### src/rtl/spi_eeprom_seq.sv
module spi_eeprom_seq #(
  parameter int CLK_HZ       = 50_000_000,
  parameter int WREN_GAP_US  = 10,
  parameter int READ_GAP_US  = 400,
  parameter int WRITE_CYC_US = 5000,
  parameter int LEN_W        = 8
) (
  input  logic             clk,
  input  logic             rst_n,
  input  logic             req_valid,
  output logic             req_ready,
  input  logic [1:0]       req_op,
  input  logic [15:0]      req_addr,
  input  logic [LEN_W-1:0] req_len,
  input  logic [7:0]       wr_data,
  input  logic             wr_valid,
  output logic             wr_ready,
  output logic [7:0]       rd_data,
  output logic             rd_valid,
  output logic             busy,
  output logic             done,
  output logic             spi_cs_n,
  output logic             spi_start,
  output logic [7:0]       spi_tx,
  input  logic             spi_done,
  input  logic [7:0]       spi_rx
);

  localparam int CYC_US   = CLK_HZ / 1_000_000;
  localparam int WREN_RAW = CYC_US * WREN_GAP_US;
  localparam int RD_RAW   = CYC_US * READ_GAP_US;
  localparam int WC_RAW   = CYC_US * WRITE_CYC_US;
  localparam int WREN_CYC = (WREN_RAW > 0) ? WREN_RAW : 1;
  localparam int RD_CYC   = (RD_RAW > 0) ? RD_RAW : 1;
  localparam int WC_CYC   = (WC_RAW > 0) ? WC_RAW : 1;
  localparam int GAP_MAX  = (WC_CYC > RD_CYC) ? ((WC_CYC > WREN_CYC) ? WC_CYC : WREN_CYC)
                                               : ((RD_CYC > WREN_CYC) ? RD_CYC : WREN_CYC);
  localparam int CNT_W    = $clog2(GAP_MAX + 1);
  localparam int IDX_W    = LEN_W + 2;

  typedef enum logic [2:0] {S_IDLE, S_WAIT_RD, S_WREN, S_WREN_GAP, S_MAIN, S_WR_CYC} state_t;

  state_t           state;
  logic [1:0]       op;
  logic [15:0]      addr;
  logic [LEN_W-1:0] len;
  logic [IDX_W-1:0] idx;
  logic             inflight;
  logic [CNT_W-1:0] gap_cnt;
  logic [CNT_W-1:0] rd_gap;

  logic             is_wr, is_stat, in_frame, data_phase, can_go, issue, frame_end;
  logic [IDX_W-1:0] hdr, last_idx;
  logic [7:0]       opcode, tx_next;

  assign is_wr      = op[0];
  assign is_stat    = op[1];
  assign hdr        = is_stat ? IDX_W'(1) : IDX_W'(3);
  assign last_idx   = is_stat ? IDX_W'(1) : IDX_W'(3) + IDX_W'(len);
  assign in_frame   = (state == S_WREN) || (state == S_MAIN);
  assign data_phase = (state == S_MAIN) && (idx >= hdr);
  assign can_go     = in_frame && !inflight;
  assign wr_ready   = can_go && data_phase && is_wr;
  assign issue      = can_go && (!(data_phase && is_wr) || wr_valid);
  assign frame_end  = in_frame && inflight && spi_done && ((state == S_WREN) || (idx == last_idx));
  assign busy       = (state != S_IDLE);
  assign req_ready  = (state == S_IDLE);

  always_comb begin
    case (op)
      2'b00:   opcode = 8'h03;
      2'b01:   opcode = 8'h02;
      2'b10:   opcode = 8'h05;
      default: opcode = 8'h01;
    endcase
    if (state == S_WREN)     tx_next = 8'h06;
    else if (idx == '0)      tx_next = opcode;
    else if (!data_phase)    tx_next = (idx == IDX_W'(1)) ? addr[15:8] : addr[7:0];
    else if (is_wr)          tx_next = wr_data;
    else                     tx_next = 8'h00;
  end

  always_ff @(posedge clk or negedge rst_n) begin
    if (!rst_n) begin
      state     <= S_IDLE;
      op        <= '0;
      addr      <= '0;
      len       <= '0;
      idx       <= '0;
      inflight  <= 1'b0;
      gap_cnt   <= '0;
      spi_cs_n  <= 1'b1;
      spi_start <= 1'b0;
      spi_tx    <= '0;
      rd_valid  <= 1'b0;
      rd_data   <= '0;
      done      <= 1'b0;
    end else begin
      spi_start <= 1'b0;
      rd_valid  <= 1'b0;
      done      <= 1'b0;
      if (issue) begin
        spi_start <= 1'b1;
        spi_tx    <= tx_next;
        inflight  <= 1'b1;
      end
      if (in_frame && inflight && spi_done) begin
        inflight <= 1'b0;
        idx      <= idx + 1'b1;
        if (data_phase && !is_wr) begin
          rd_valid <= 1'b1;
          rd_data  <= spi_rx;
        end
      end
      case (state)
        S_IDLE: if (req_valid) begin
          op   <= req_op;
          addr <= req_addr;
          len  <= req_len;
          idx  <= '0;
          if (req_op[0]) begin
            if (rd_gap == '0) begin
              state    <= S_WREN;
              spi_cs_n <= 1'b0;
            end else begin
              state <= S_WAIT_RD;
            end
          end else begin
            state    <= S_MAIN;
            spi_cs_n <= 1'b0;
          end
        end
        S_WAIT_RD: if (rd_gap == '0) begin
          state    <= S_WREN;
          spi_cs_n <= 1'b0;
        end
        S_WREN: if (frame_end) begin
          spi_cs_n <= 1'b1;
          idx      <= '0;
          gap_cnt  <= CNT_W'(WREN_CYC - 1);
          state    <= S_WREN_GAP;
        end
        S_WREN_GAP: begin
          if (gap_cnt == '0) begin
            state    <= S_MAIN;
            spi_cs_n <= 1'b0;
          end else begin
            gap_cnt <= gap_cnt - 1'b1;
          end
        end
        S_MAIN: if (frame_end) begin
          spi_cs_n <= 1'b1;
          if (is_wr) begin
            gap_cnt <= CNT_W'(WC_CYC - 1);
            state   <= S_WR_CYC;
          end else begin
            done  <= 1'b1;
            state <= S_IDLE;
          end
        end
        S_WR_CYC: begin
          if (gap_cnt == '0) begin
            done  <= 1'b1;
            state <= S_IDLE;
          end else begin
            gap_cnt <= gap_cnt - 1'b1;
          end
        end
        default: state <= S_IDLE;
      endcase
    end
  end

  always_ff @(posedge clk or negedge rst_n) begin
    if (!rst_n)                                     rd_gap <= '0;
    else if ((state == S_MAIN) && frame_end && !is_wr) rd_gap <= CNT_W'(RD_CYC - 1);
    else if (rd_gap != '0)                          rd_gap <= rd_gap - 1'b1;
  end

  logic       chk_new;
  logic [7:0] chk_last;
  always_ff @(posedge clk or negedge rst_n) begin
    if (!rst_n) begin
      chk_new  <= 1'b1;
      chk_last <= '0;
    end else if (spi_cs_n) begin
      chk_new <= 1'b1;
    end else if (spi_start) begin
      chk_new <= 1'b0;
      if (chk_new) chk_last <= spi_tx;
    end
  end

  AST_UNLOCK_FIRST: assert property (@(posedge clk) disable iff (!rst_n)
    (spi_start && chk_new && (spi_tx == 8'h02 || spi_tx == 8'h01)) |-> (chk_last == 8'h06));
  AST_GAP_CS_HIGH: assert property (@(posedge clk) disable iff (!rst_n)
    (state == S_WREN_GAP || state == S_WR_CYC || state == S_WAIT_RD) |-> spi_cs_n);
  AST_START_IN_FRAME: assert property (@(posedge clk) disable iff (!rst_n)
    spi_start |-> !spi_cs_n);
  AST_CS_AFTER_LAST: assert property (@(posedge clk) disable iff (!rst_n)
    $rose(spi_cs_n) |-> $past(spi_done));
  AST_RD_AFTER_DONE: assert property (@(posedge clk) disable iff (!rst_n)
    rd_valid |-> $past(spi_done));
  AST_DATA_IN_FRAME: assert property (@(posedge clk) disable iff (!rst_n)
    wr_ready |-> !spi_cs_n);
  AST_DONE_IDLE: assert property (@(posedge clk) disable iff (!rst_n)
    done |-> (!busy && $stable(spi_cs_n) || $rose(spi_cs_n)));

endmodule

### config.mk
export PLATFORM = sky130hd
export DESIGN_NAME = spi_eeprom_seq
export DESIGN_NICKNAME = d
export VERILOG_FILES = /design/src/rtl/spi_eeprom_seq.sv
export SDC_FILE = /design/constraint.sdc
export NUM_CORES = 1
export LEC_CHECK = 0
export ABC_CLOCK_PERIOD_IN_PS = 6300
export BUFFER_PORTS_ARGS = -buffer_cell sky130_fd_sc_hd__buf_2
export CELL_PAD_IN_SITES_DETAIL_PLACEMENT = 1
export CELL_PAD_IN_SITES_GLOBAL_PLACEMENT = 1
export CORE_UTILIZATION = 48
export DETAILED_ROUTE_END_ITERATION = 12
export GPL_ROUTABILITY_DRIVEN = 0
export PLACE_DENSITY_LB_ADDON = 0.1
export RECOVER_POWER = 25
export SETUP_SLACK_MARGIN = 0.1
export SYNTH_ARGS = -nofsm -noshare
export SYNTH_HDL_FRONTEND = slang
export SYNTH_SLANG_ARGS = --single-unit
### constraint.sdc
create_clock -name clk -period 6.3 [get_ports clk]
set_input_delay 0.63 -clock clk [delete_from_list [all_inputs] [get_ports clk]]
set_output_delay 0.63 -clock clk [all_outputs]
set_load 0.05 [all_outputs]
==> flow_metrics.env, run 1 <==
export IMPL_period_needed_ns=3.48
export IMPL_clock_latency_ns=0.38
export IMPL_synth_async_reset_ratio_pct=100
export IMPL_p_int_w=0.00146
export IMPL_die_h_um=107
export IMPL_synth_nets=622
export IMPL_pwr_share_comb_pct=43.9
export IMPL_cts_inserted_buffers=9
export IMPL_clk_pin_slew_ns=0.10
export IMPL_yosysWarnings=0
export IMPL_cellPowerDensity_nw_per_um2=444
export IMPL_cts_resized_gates=0
export IMPL_slew_viol_final=37
export IMPL_ys_ff_latch=96
export IMPL_antenna_cells=0
export IMPL_grt_setup_unrepaired="false"
export IMPL_max_freq_mhz=287
export IMPL_avgSynthCellArea_um2=9.40
export IMPL_post_cts_repair_setup_buffers=0
export IMPL_wl_mm=13.8
export IMPL_p_sw_share_pct=45.0
export IMPL_grt_busiest_layer="met2"
export IMPL_clockBufferDepth=2
export IMPL_status="finished, violations left"
export IMPL_max_stage_delay_ns=0.65
export IMPL_finalHoldViolCount=0
export IMPL_first_pass_iters=7
export IMPL_crit_family="simple AND/OR/NAND/NOR gates"
export IMPL_cts_htree_levels=3
export IMPL_ys_flop_type="dfrtp_1"
export IMPL_antenna_found_initial=0
export IMPL_postCtsHoldBufs=0
export IMPL_drc=0
export IMPL_coreArea_um2=10800
export IMPL_syn_to_final_growth_pct=11.9
export IMPL_seq_area_frac_synth_pct=45.0
export IMPL_ir_drop_uv=223
export IMPL_tightest_slew_ns=1.93
export IMPL_placementRows=38
export IMPL_synth_edf_count=0
export IMPL_final_common_cell="dfrtp_1"
export IMPL_cp_start_kind="flop"
export IMPL_power_switching_w=0.00120
export IMPL_synth_cell_area_um2=5340
export IMPL_critPathBufInv=1
export IMPL_slew_headroom_pct=-28.9
export IMPL_fillers=1297
export IMPL_wl_per_cell_um=17.9
export IMPL_setup_tns_final_ns=0
export IMPL_num_io_pins=70
export IMPL_final_cell_mix="dfrtp_1 (95), nand2_1 (81), buf_2 (68), nor2_1 (47)"
export IMPL_die_w_um=107
export IMPL_nets=680
export IMPL_grtUsageMet3_pct=4.42
export IMPL_use_met1_pct=32.6
export IMPL_dp_hpwl_mm=10.0
export IMPL_dieArea_um2=11600
export IMPL_fin_skew_ns=0.00818
export IMPL_crit_path_max_fanout=23
export IMPL_viasPerCell=5.87
export IMPL_grt_met2_usage_pct=43.7
export IMPL_cap_viol_max_count=1
export IMPL_tritoncts="yes"
export IMPL_critPathArrivalTime_ns=2.85
export IMPL_holdCritPathClass="in -> reg"
export IMPL_grt_pass1_vias=4612
export IMPL_grt_overflow=0
export IMPL_grt_max_degree=62
export IMPL_setup_violations_final=0
export IMPL_power_leakage_nw=2.63
export IMPL_slowest_stage="a21oi_2"
export IMPL_violations="capacitance limit, slew limit"
export IMPL_report_power_total_w=0.00266
export IMPL_initial_core_util_pct=49.3
export IMPL_drive_above_1_share_pct=20.6
export IMPL_clockPowerShare_pct=15.8
export IMPL_final_period_utilization_pct=55.3
export IMPL_cp_cell_sequence="nor2_1 -> nand2_1 -> a21oi_2 -> nand2_1 -> nor3_1 -> buf_2"
export IMPL_required_ns=5.67
export IMPL_ant_nets=0
export IMPL_grt_pass1_wl_mm=23.0
export IMPL_cts_num_sinks=96
export IMPL_path_class="reg -> out"
export IMPL_clockRootBuffer="clkbuf_8"
export IMPL_rrSetupSlack_ns=2.99
export IMPL_grtUsageTotal_pct=25.5
export IMPL_syn_inst=568
export IMPL_num_vias=4523
export IMPL_p_seq_share_pct=40.3
export IMPL_endpoint_kind="primary output"
export IMPL_drtIter0Drc=192
export IMPL_crit_path_frequent_cell="nand2_1"
export IMPL_yosysUniqueCellTypes=74
export IMPL_port_buffers=69
[power groups by stage]
| stage | clock (W) | combinational [W] | sequential, W |
|---|---|---|---|
| finish | 0.000419 | 0.00117 | 0.00107 |
| global route | 0.000457 | 0.00129 | 0.00110 |
| CTS | 0.000430 | 0.00117 | 0.00107 |
| detailed placement | 0 | 0.00116 | 0.00108 |
| global placement | 0 | 0.00111 | 0.00106 |
| floorplan | 0 | 0.000864 | 0.00105 |
[registers in the layout (all words and copies together), names as in the netlist]
register,flops
addr,16
done,1
gap_cnt,18
idx,10
inflight,1
len,8
op,2
rd_data,8
rd_gap,18
rd_valid,1
spi_cs_n,1
spi_start,1
spi_tx,8
state,3
[path summary, 6_finish.rpt]
path	to	cells after the start	startpoint
min in group asynchronous	rd_gap[15]$_DFFE_PN0P_	1	rst_n
max in group asynchronous	addr[7]$_DFFE_PN0P_	2	rst_n
setup / recovery	wr_ready	6	state[0]$_DFFE_PN0P_
setup reg to reg	inflight$_DFFE_PN0P_	7	state[0]$_DFFE_PN0P_
hold / removal	rd_data[1]$_DFFE_PN0P_	3	spi_rx[1]
hold reg to reg	rd_data[4]$_DFFE_PN0P_	2	rd_data[4]$_DFFE_PN0P_
[tightest hold or removal path, delay by kind of cell]
family,cells,cell delay [ns]
AND/OR/NAND/NOR,2,0.09
buffers and inverters,1,0.07
[stage by stage]
stage / area [µm²] / utilization, % / hold WS (ns) / cells / setup slack (ns)
5_1_grt: 5970 / 55.1 / 0.435 / 771 / 2.59
2_1_floorplan: 5340 / - / 0.334 / 568 / 3.28
4_1_cts: 5980 / 55.1 / 0.200 / 771 / 2.82
3_5_place_dp: 5780 / 53.3 / 0.465 / 755 / 3.03
6_report: 5970 / 55.1 / 0.434 / 771 / 2.82
3_3_place_gp: 5780 / 53.3 / 0.454 / 755 / 3.22
[synthesized netlist by cell type, drive strengths merged, types with 3 or more instances]
cell type	n	area [µm²]
a211oi	3	22.5
a21oi	27	150
a2bb2oi	4	35.0
a31oi	13	81.3
and2	4	25.0
and3	6	37.5
buf	3	20.0
clkbuf	21	78.8
dfrtp	95	2380
ha	7	87.6
inv	20	75.1
mux2	26	293
mux2i	4	40.0
nand2	82	310
nand2b	7	43.8
nand3	24	125
nand3b	4	33.8
nand4	7	58.8
nor2	47	176
nor2b	4	25.0
nor3	15	75.1
nor3b	3	22.5
nor4	7	86.3
o211ai	6	45.0
o21a	5	37.5
o21ai	28	140
o22ai	3	18.8
o31ai	9	72.6
o41ai	3	26.3
or2	4	25.0
or3	7	43.8
or4	6	48.8
xnor2	12	105
xor2	16	140
[routing by layer]
metal | vias to the layer above | wire [µm]
li1 | 2150 | -
met1 | 2261 | 6140
met2 | 95 | 7020
met3 | 17 | 426
met4 | 0 | 220
met5 | - | 0
[kinds of logic after synthesis]
logic type      share of synthesized area [%]
simple gates                             23.0
compound gates                           16.2
flops                                    45.0
buf+inv                                  3.33
mux                                      6.23
xor+xnor                                 4.59
fa+ha+maj                                1.64
[cell type report]
cell class	instances	area, µm²	area share, %
inverters	21	78.8	1.32
well taps	140	175	2.93
repair buffers	71	359	6.01
clock inverters	5	56.3	0.943
clock buffers	11	141	2.37
flip-flops and latches	96	2400	40.2
multi-input cells	427	2760	46.2
Note: power is estimated with default switching activity, not from simulation.
==> run 2: changes to the inputs <==
Settings changed: ABC_CLOCK_PERIOD_IN_PS 6300 to 3400, CORE_UTILIZATION 48 to 45.
Clock period 6.3 ns to 3.4 ns, I/O delays scaled along.
==> run 2 against run 1 <==
Effect of this change: the flow still finishes with violations (capacitance limit, slew limit); critical path depth unchanged; setup slack worse by 2.6 ns; design area up 4.1%; die area up 6.5%; largest power group unchanged; total power up 100%.
==> flow_metrics.env, run 2 (synthesis gave the netlist of run 1 again) <==
export IMPL_port_buffers=69
export IMPL_cp_start_kind="flop"
export IMPL_largestRegisters="gap_cnt (18), rd_gap (18), addr (16)"
export IMPL_grt_pass1_vias=4913
export IMPL_tightest_slew_ns=2.05
export IMPL_cellPowerDensity_nw_per_um2=870
export IMPL_fin_ws_ns=0.251
export IMPL_critPathArrivalTime_ns=2.81
export IMPL_clockBufferDepth=2
export IMPL_cts_inserted_buffers=9
export IMPL_path_class="reg -> out"
export IMPL_first_pass_iters=4
export IMPL_crit_path_max_fanout=17
export IMPL_clock_latency_ns=0.36
export IMPL_die_h_um=111
export IMPL_slew_headroom_pct=-36.6
export IMPL_setup_tns_final_ns=0
export IMPL_power_leakage_nw=2.75
export IMPL_grt_overflow=0
export IMPL_clockRootBuffer="clkbuf_16"
export IMPL_initial_core_util_pct=46.6
export IMPL_dieArea_um2=12300
export IMPL_nets=691
export IMPL_place_ws_ns=0.249
export IMPL_cts_resized_gates=0
export IMPL_violations="capacitance limit, slew limit"
export IMPL_grt_setup_unrepaired="false"
export IMPL_holdCritPathClass="in -> reg"
export IMPL_grt_pass1_wl_mm=24.3
export IMPL_status="finished, violations left"
export IMPL_fin_skew_ns=0.00858
export IMPL_drtIter0Drc=152
export IMPL_setup_violations_final=0
export IMPL_num_io_pins=70
export IMPL_cts_htree_levels=3
export IMPL_period_needed_ns=3.15
export IMPL_cap_viol_max_count=1
export IMPL_max_freq_mhz=318
export IMPL_syn_to_final_growth_pct=16.4
export IMPL_coreArea_um2=11500
export IMPL_clk_pin_slew_ns=0.07
export IMPL_slew_viol_final=82
export IMPL_final_common_cell="dfrtp_1"
export IMPL_final_cell_mix="dfrtp_1 (95), nand2_1 (81), buf_2 (68), nor2_1 (47)"
export IMPL_drc=0
export IMPL_placementRows=39
export IMPL_num_vias=4583
export IMPL_antenna_cells=0
export IMPL_dp_hpwl_mm=9.91
export IMPL_finalHoldViolCount=0
export IMPL_viasPerCell=5.84
export IMPL_final_period_utilization_pct=92.6
export IMPL_required_ns=3.06
export IMPL_tritoncts="yes"
export IMPL_die_w_um=111
export IMPL_grt_max_degree=82
export IMPL_cts_num_sinks=96
export IMPL_endpoint_kind="primary output"
export IMPL_wl_mm=14.2
export IMPL_drive_above_1_share_pct=22.3
export IMPL_antenna_found_initial=0
export IMPL_ant_nets=0
export IMPL_grtUsageTotal_pct=24.5
export IMPL_postCtsHoldBufs=0
export IMPL_wl_per_cell_um=18.0
export IMPL_ir_drop_uv=496
## run 2: metrics by stage
stage	hold WS [ns]	total power [W]	instances	instance area, µm²	utilization, %
finish	0.181	0.00541	785	6220	54.2
global route	0.174	0.00575	785	6220	54.2
CTS	0.174	0.00544	784	6210	54.2
detailed placement	0.467	0.00419	768	5860	51.1
global placement	0.458	0.00408	768	5860	51.1
floorplan	0.0444	0.00355	568	5340	-
## run 2: area by class of cell
| type | count | area, µm² |
|---|---|---|
| Timing Repair Buffer | 82 | 443 |
| Multi-Input combinational cell | 427 | 2760 |
| Fill cell | 1309 | 5250 |
| Sequential cell | 96 | 2400 |
| Inverter | 21 | 78.8 |
| Clock buffer | 10 | 239 |
| Tap cell | 143 | 179 |
| Clock inverter | 6 | 115 |
## run 2: path summary, 6_finish.rpt
path / from / end / slack [ns] / cells after the start
max: idx[2]$_DFF_PN0_ / wr_ready / 0.25 / 6
min: spi_rx[2] / rd_data[2]$_DFFE_PN0P_ / 0.18 / 3
max reg2reg: len[0]$_DFFE_PN0P_ / gap_cnt[15]$_DFFE_PN0P_ / 0.28 / 10
min reg2reg: rd_data[7]$_DFFE_PN0P_ / rd_data[7]$_DFFE_PN0P_ / 0.48 / 2
max in group asynchronous: rst_n / addr[13]$_DFFE_PN0P_ / 1.62 / 1
min in group asynchronous: rst_n / rd_gap[10]$_DFFE_PN0P_ / 0.53 / 1
## run 2: critical path: stages (launching register included)
cell and delay [ns]:
dfrtp_1 0.49, or4_1 0.60, nor4_4 0.52, a21oi_2 0.35, nand2_1 0.19, nor3_1 0.07, buf_2 0.23
## run 2: metal layers
layer | GRT usage [%] | wire (µm)
met5 | 0 | 0
met4 | 7.64 | 234
met3 | 4.76 | 435
met2 | 42.2 | 7310
met1 | 31.0 | 6180
## run 2: timing repair
| action | CTS | global route |
|---|---|---|
| buffers inserted | 0 | 1 |
| endpoints found under the hold margin | 0 | 0 |
| setup endpoints to repair | 0 | 9 |
## run 2: power by group
group          internal [W]  switching (W)
clock              0.000743       0.000467
combinational      0.000893        0.00138
sequential          0.00150       0.000423
total               0.00314        0.00227
